[src/rtl/cmp_evt_pkg.sv]
`timescale 1ns/1ps
package cmp_evt_pkg;

    localparam int MODE_OFS = 8'h04;
    localparam int STAT_OFS = 8'h08;
    localparam int LOCK_OFS = 8'h0C;

    typedef enum logic [1:0] {
        EDGE_RISE    = 2'd0,
        EDGE_FALL    = 2'd1,
        EDGE_ANY     = 2'd2,
        EDGE_ANY_ALT = 2'd3
    } edge_mode_e;

    typedef enum logic [1:0] {
        ST_OFF  = 2'd0,
        ST_LOW  = 2'd1,
        ST_HIGH = 2'd2
    } det_state_e;

    typedef struct packed {
        logic       flt_en;
        logic       flt_lvl;
        logic       inv;
        edge_mode_e edge_mode;
        logic       cmp_on;
        logic [2:0] sel_pos;
        logic [2:0] sel_neg;
    } mode_t;

    function automatic mode_t word_to_mode(input logic [31:0] w);
        mode_t m;
        m.flt_en    = w[14];
        m.flt_lvl   = w[13];
        m.inv       = w[12];
        m.edge_mode = edge_mode_e'(w[10:9]);
        m.cmp_on    = w[8];
        m.sel_pos   = w[6:4];
        m.sel_neg   = w[2:0];
        return m;
    endfunction

    function automatic logic [31:0] mode_to_word(input mode_t m);
        logic [31:0] w;
        w        = '0;
        w[14]    = m.flt_en;
        w[13]    = m.flt_lvl;
        w[12]    = m.inv;
        w[10:9]  = m.edge_mode;
        w[8]     = m.cmp_on;
        w[6:4]   = m.sel_pos;
        w[2:0]   = m.sel_neg;
        return w;
    endfunction

endpackage

[src/rtl/cmp_evt_sync.sv]
`timescale 1ns/1ps
module cmp_evt_sync #(
    parameter int STAGES = 2
) (
    input  logic clk,
    input  logic rst_n,
    input  logic din,
    output logic dout
);
    logic [STAGES-1:0] chain;

    genvar gi;
    generate
        for (gi = 0; gi < STAGES; gi++) begin : g_stage
            if (gi == 0) begin : g_first
                always_ff @(posedge clk or negedge rst_n) begin
                    if (!rst_n) chain[0] <= 1'b0;
                    else        chain[0] <= din;
                end
            end else begin : g_next
                always_ff @(posedge clk or negedge rst_n) begin
                    if (!rst_n) chain[gi] <= 1'b0;
                    else        chain[gi] <= chain[gi-1];
                end
            end
        end
    endgenerate

    assign dout = chain[STAGES-1];
endmodule

[src/rtl/cmp_evt_edge.sv]
`timescale 1ns/1ps
module cmp_evt_edge
    import cmp_evt_pkg::*;
(
    input  logic       clk,
    input  logic       rst_n,
    input  logic       en,
    input  logic       lvl,
    input  edge_mode_e edge_mode,
    output logic       evt
);
    det_state_e state, nxt;
    logic rise, fall;

    always_ff @(posedge clk or negedge rst_n) begin
        if (!rst_n) state <= ST_OFF;
        else        state <= nxt;
    end

    always_comb begin
        nxt = state;
        unique case (state)
            ST_OFF:  nxt = en ? (lvl ? ST_HIGH : ST_LOW) : ST_OFF;
            ST_LOW:  nxt = !en ? ST_OFF : (lvl ? ST_HIGH : ST_LOW);
            ST_HIGH: nxt = !en ? ST_OFF : (lvl ? ST_HIGH : ST_LOW);
            default: nxt = ST_OFF;
        endcase
    end

    always_comb begin
        rise = 1'b0;
        fall = 1'b0;
        unique case (state)
            ST_LOW:  rise = en && lvl;
            ST_HIGH: fall = en && !lvl;
            default: ;
        endcase
        unique case (edge_mode)
            EDGE_RISE:    evt = rise;
            EDGE_FALL:    evt = fall;
            EDGE_ANY:     evt = rise || fall;
            EDGE_ANY_ALT: evt = rise || fall;
            default:      evt = 1'b0;
        endcase
    end

    // a disabled detector reports nothing
    a_r11_idle_when_off: assert property (@(posedge clk) disable iff (!rst_n)
        !en |-> !evt);
    // an event needs the level to have moved since the last cycle
    a_r4_evt_needs_change: assert property (@(posedge clk) disable iff (!rst_n)
        evt |-> (lvl != $past(lvl)));
endmodule

[src/rtl/cmp_evt_regs.sv]
`timescale 1ns/1ps
module cmp_evt_regs
    import cmp_evt_pkg::*;
#(
    parameter int ADDR_W = 8,
    parameter int DATA_W = 32
) (
    input  logic              clk,
    input  logic              rst_n,
    input  logic [ADDR_W-1:0] addr,
    input  logic              we,
    input  logic              re,
    input  logic [DATA_W-1:0] wdata,
    input  logic              stat_flag,
    input  logic              stat_lvl,
    output mode_t             mode,
    output logic              stat_rd,
    output logic [DATA_W-1:0] rdata
);
    localparam logic [ADDR_W-1:0] A_MODE = ADDR_W'(MODE_OFS);
    localparam logic [ADDR_W-1:0] A_STAT = ADDR_W'(STAT_OFS);
    localparam logic [ADDR_W-1:0] A_LOCK = ADDR_W'(LOCK_OFS);

    logic        locked;
    logic [31:0] wword;
    logic [31:0] rword;

    assign wword = 32'(wdata);

    always_ff @(posedge clk or negedge rst_n) begin
        if (!rst_n) begin
            mode   <= '0;
            locked <= 1'b0;
        end else if (we) begin
            if (addr == A_MODE && !locked) mode <= word_to_mode(wword);
            if (addr == A_LOCK)            locked <= wword[0];
        end
    end

    assign stat_rd = re && (addr == A_STAT);

    always_comb begin
        rword = '0;
        if (re) begin
            unique case (addr)
                A_MODE:  rword = mode_to_word(mode);
                A_STAT:  rword = {30'b0, stat_lvl, stat_flag};
                A_LOCK:  rword = {31'b0, locked};
                default: rword = '0;
            endcase
        end
    end

    assign rdata = DATA_W'(rword);

    logic unused_wbits;
    assign unused_wbits = ^{wword[31:15], wword[11], wword[7], wword[3]};

    // a locked mode register does not change
    a_r3_locked_hold: assert property (@(posedge clk) disable iff (!rst_n)
        locked |=> $stable(mode));
endmodule

[src/rtl/cmp_evt_ctrl.sv]
`timescale 1ns/1ps
module cmp_evt_ctrl
    import cmp_evt_pkg::*;
#(
    parameter int ADDR_W    = 8,
    parameter int DATA_W    = 32,
    parameter int SYNC_DEPTH = 2
) (
    input  logic              clk,
    input  logic              rst_n,
    input  logic [ADDR_W-1:0] bus_addr,
    input  logic              bus_we,
    input  logic              bus_re,
    input  logic [DATA_W-1:0] bus_wdata,
    output logic [DATA_W-1:0] bus_rdata,
    input  logic              cmp_raw,
    output logic              ana_en,
    output logic [2:0]        ana_sel_pos,
    output logic [2:0]        ana_sel_neg,
    output logic              fault
);
    mode_t mode;
    logic  sync_q, lvl, evt, flag, stat_rd;

    cmp_evt_regs #(.ADDR_W(ADDR_W), .DATA_W(DATA_W)) u_regs (
        .clk(clk), .rst_n(rst_n), .addr(bus_addr), .we(bus_we), .re(bus_re),
        .wdata(bus_wdata), .stat_flag(flag), .stat_lvl(lvl), .mode(mode),
        .stat_rd(stat_rd), .rdata(bus_rdata)
    );

    cmp_evt_sync #(.STAGES(SYNC_DEPTH)) u_sync (
        .clk(clk), .rst_n(rst_n), .din(cmp_raw), .dout(sync_q)
    );

    assign lvl = sync_q ^ mode.inv;

    cmp_evt_edge u_edge (
        .clk(clk), .rst_n(rst_n), .en(mode.cmp_on), .lvl(lvl),
        .edge_mode(mode.edge_mode), .evt(evt)
    );

    always_ff @(posedge clk or negedge rst_n) begin
        if (!rst_n)       flag <= 1'b0;
        else if (evt)     flag <= 1'b1;
        else if (stat_rd) flag <= 1'b0;
    end

    always_comb begin
        if (!mode.flt_en)      fault = 1'b0;
        else if (mode.flt_lvl) fault = lvl;
        else                   fault = flag;
    end

    assign ana_en      = mode.cmp_on;
    assign ana_sel_pos = mode.sel_pos;
    assign ana_sel_neg = mode.sel_neg;

    // an event always leaves the flag set
    a_r7_set_wins: assert property (@(posedge clk) disable iff (!rst_n)
        evt |=> flag);
    // a status read with no event clears the flag
    a_r6_read_clears: assert property (@(posedge clk) disable iff (!rst_n)
        (stat_rd && !evt) |=> !flag);
    // the flag is sticky otherwise
    a_r6_sticky: assert property (@(posedge clk) disable iff (!rst_n)
        (flag && !stat_rd) |=> flag);
    // disabled fault path stays low
    a_r10_fault_off: assert property (@(posedge clk) disable iff (!rst_n)
        !mode.flt_en |-> !fault);
endmodule

[config.mk]
export PLATFORM = sky130hd
export DESIGN_NAME = cmp_evt_ctrl
export DESIGN_NICKNAME = d
export VERILOG_FILES = /design/src/rtl/cmp_evt_pkg.sv /design/src/rtl/cmp_evt_sync.sv /design/src/rtl/cmp_evt_edge.sv /design/src/rtl/cmp_evt_regs.sv /design/src/rtl/cmp_evt_ctrl.sv
export SDC_FILE = /design/constraint.sdc
export NUM_CORES = 1
export LEC_CHECK = 0
export ABC_AREA = 0
export BUFFER_PORTS_ARGS = -buffer_cell sky130_fd_sc_hd__buf_2
export CAP_MARGIN = 20
export CORE_ASPECT_RATIO = 1.2
export CORE_MARGIN = 3
export CORE_UTILIZATION = 25
export DETAILED_ROUTE_END_ITERATION = 12
export PLACE_DENSITY = 0.51
export SETUP_SLACK_MARGIN = 0.4
export SLEW_MARGIN = 15
export SYNTH_ARGS = -nofsm -noshare
export SYNTH_HDL_FRONTEND = slang
export SYNTH_SLANG_ARGS = --single-unit
[constraint.sdc]
create_clock -name clk -period 1.84 [get_ports clk]
set_input_delay 0.368 -clock clk [delete_from_list [all_inputs] [get_ports clk]]
set_output_delay 0.368 -clock clk [all_outputs]
set_load 0.01 [all_outputs]
==> impl_metrics.json <==
{
  "ir_drop_uv": 557,
  "numClockSinks": 18,
  "wl_per_cell_um": 12.0,
  "drtIter0Drc": 26,
  "final-setup-viol-count": 0,
  "end_kind": "output pin",
  "status": "completed",
  "root_buffer": "clkbuf_8",
  "synth_cells": 99,
  "initial_core_util": 0.261,
  "dp_hpwl_um": 1840,
  "finalNonFillerCells": 205,
  "cp.required_ps": 1470,
  "nNetsFinal": 195,
  "drc": 0,
  "drv_cap": 0,
  "grt_pass1_vias": 834,
  "overflow": 0,
  "path_class": "input pin to output pin",
  "grt_pass1_wl_um": 3810,
  "fin_worst_skew_ps": 0.999,
  "final_common_cell": "buf_2",
  "die_x_um": 67.2,
  "powerDensity_mw_per_mm2": 560,
  "grt_setup_unrepaired": "yes",
  "area_growth_pct": 41.9,
  "synth.area.mux_share": 0.183,
  "min_period_ps": 1750,
  "synth_compound_area_frac": 0.0346,
  "drt-pass1-iter-count": 2,
  "viasPerCell": 3.96,
  "die_height_um": 79.4,
  "final-max-slew-violation-count": 0,
  "p_leak_nw": 0.869,
  "synth_warnings": 0,
  "cts_hold_buf": 0,
  "wl_um": 2470,
  "vias": 812,
  "synth_cell_types": 24,
  "max_freq_mhz": 570,
  "hold_viol": 0,
  "gp_congestion": 0.670,
  "rows": 26,
  "numPortBuffers": 44,
  "critPathLaunchType": "input pin",
  "dpl_worst_slack_ps": 29.4,
  "cp.arrival_ps": 1390,
  "design_area_mm2": 0.00159,
  "synth_top_family_by_area": "buffers and inverters",
  "boundaryPins": 85,
  "path_max_fanout": 6,
  "worst_skew_pair.late_latency_ps": 250,
  "coreArea_mm2": 0.00429,
  "clk_path_buf_depth": 2,
  "grtUsageTotal": 0.0932,
  "seq_area_frac_synth": 0.401,
  "yosys.area_share.simple": 0.167,
  "synth_xor_area_frac": 0.0234,
  "path_clk_slew_ps": 70,
  "cts_buffers": 3,
  "min_period_over_period": 0.953,
  "n_antenna_cell": 0,
  "grt_max_degree": 19,
  "antenna_found_initial": 0,
  "ant_nets": 0,
  "synthAdderAreaFrac": 0,
  "die_area_mm2": 0.00533,
  "synth_seq_cells": 18,
  "drive_above_1_share": 0.624,
  "synth-edff-count": 0,
  "synthFlopType": "dfrtp_1",
  "placement.cell_area_mm2": 0.00134,
  "layout_setup_ws_ps": 86.2,
  "dpl.cell_count": 196,
  "fin_setup_tns_ps": 0,
  "syn_area_mm2": 0.00112,
  "hp-class": "input pin to async pin",
  "synth.avg_cell_area_um2": 11.3,
  "cts_tree": "built",
  "layout_common_cells": "buf_2, conb_1, dfrtp_1, buf_6, mux2_4",
  "cts_max_level": 1,
  "synthArstFlopShare": 1.00
}
-- sequential cells by signal (all words and copies together), names as in the netlist --
register / cells
u_sync.chain: 1
u_regs.mode: 12
u_regs.locked: 1
u_edge.state: 2
u_sync.dout: 1
flag: 1
-- Yosys cell counts, types with 2 or more instances --
cell | instances | area [um2]
nor2_1 | 5 | 18.8
nor2b_1 | 4 | 25.0
nand4_1 | 2 | 12.5
dfrtp_1 | 18 | 450
mux2_2 | 4 | 45.0
nand2_1 | 3 | 11.3
mux2_4 | 10 | 150
and2_1 | 10 | 62.6
a22oi_1 | 2 | 15.0
xnor2_1 | 2 | 17.5
buf_4 | 26 | 195
-- layout make-up --
class	instances	area, um2
Sequential cell	18	453
Clock buffer	4	55.1
Multi-Input combinational cell	72	614
Tap cell	56	70.1
Timing Repair Buffer	55	400
Fill cell	447	2700
-- critical path: stages --
cell and delay (ps):
buf_6 100, nor4_4 290, and4_4 280, buf_6 120, and2_4 140, buf_6 90
-- where the power goes --
part	switching, mW	internal [mW]	total [mW]
Clock	0.126	0.190	0.316
Combinational	0.0694	0.0729	0.142
Sequential	0.0184	0.415	0.433
Total	0.214	0.678	0.892
-- through the flow --
step	power [mW]	utilization	hold slack (ps)
floorplan	0.539	-	72.4
global placement	0.554	0.313	321
detailed placement	0.557	0.313	326
CTS	0.891	0.351	50.2
global route	0.938	0.371	67.0
finish	0.892	0.371	42.1
-- per-layer routing --
layer | global-route usage | share of wire | wire [um] | vias up
met2 | 0.162 | 0.55 | 1370 | 32
met5 | 0 | 0 | 0 | -
met3 | 0.0239 | 0.065 | 161 | 2
li1 | - | - | - | 390
met4 | 0.0183 | 0.0049 | 12 | 0
met1 | 0.114 | 0.38 | 926 | 388
-- final timing paths --
| path | from | to | slack (ps) | depth (start not counted) |
|---|---|---|---|---|
| min | rst_n | u_regs.mode[0] | 40 | 1 |
| min in group clk | cmp_raw | u_sync.chain[0] | 220 | 1 |
| max reg2reg | u_regs.locked | u_regs.mode[5] | 670 | 3 |
| max in group asynchronous | rst_n | u_sync.dout | 1480 | 1 |
| min reg2reg | u_sync.chain[0] | u_sync.dout | 350 | 0 |
| max | bus_addr[1] | bus_rdata[12] | 90 | 6 |
-- cell families after synthesis --
group,count (synthesis)
and+or+nand+nor,29
DFF,18
AOI/OAI and AO/OA,5
muxes,15
xor gates and xnor gates,3
other,1
buffers and inverters,28
-- repair_timing --
action / 4_1_cts / 5_1_grt
gates resized for setup: 17 / 12
pin swaps: 3 / 8
setup endpoints to repair: 13 / 25
buffers inserted: 2 / 3
(Power assumes the default switching activity.)
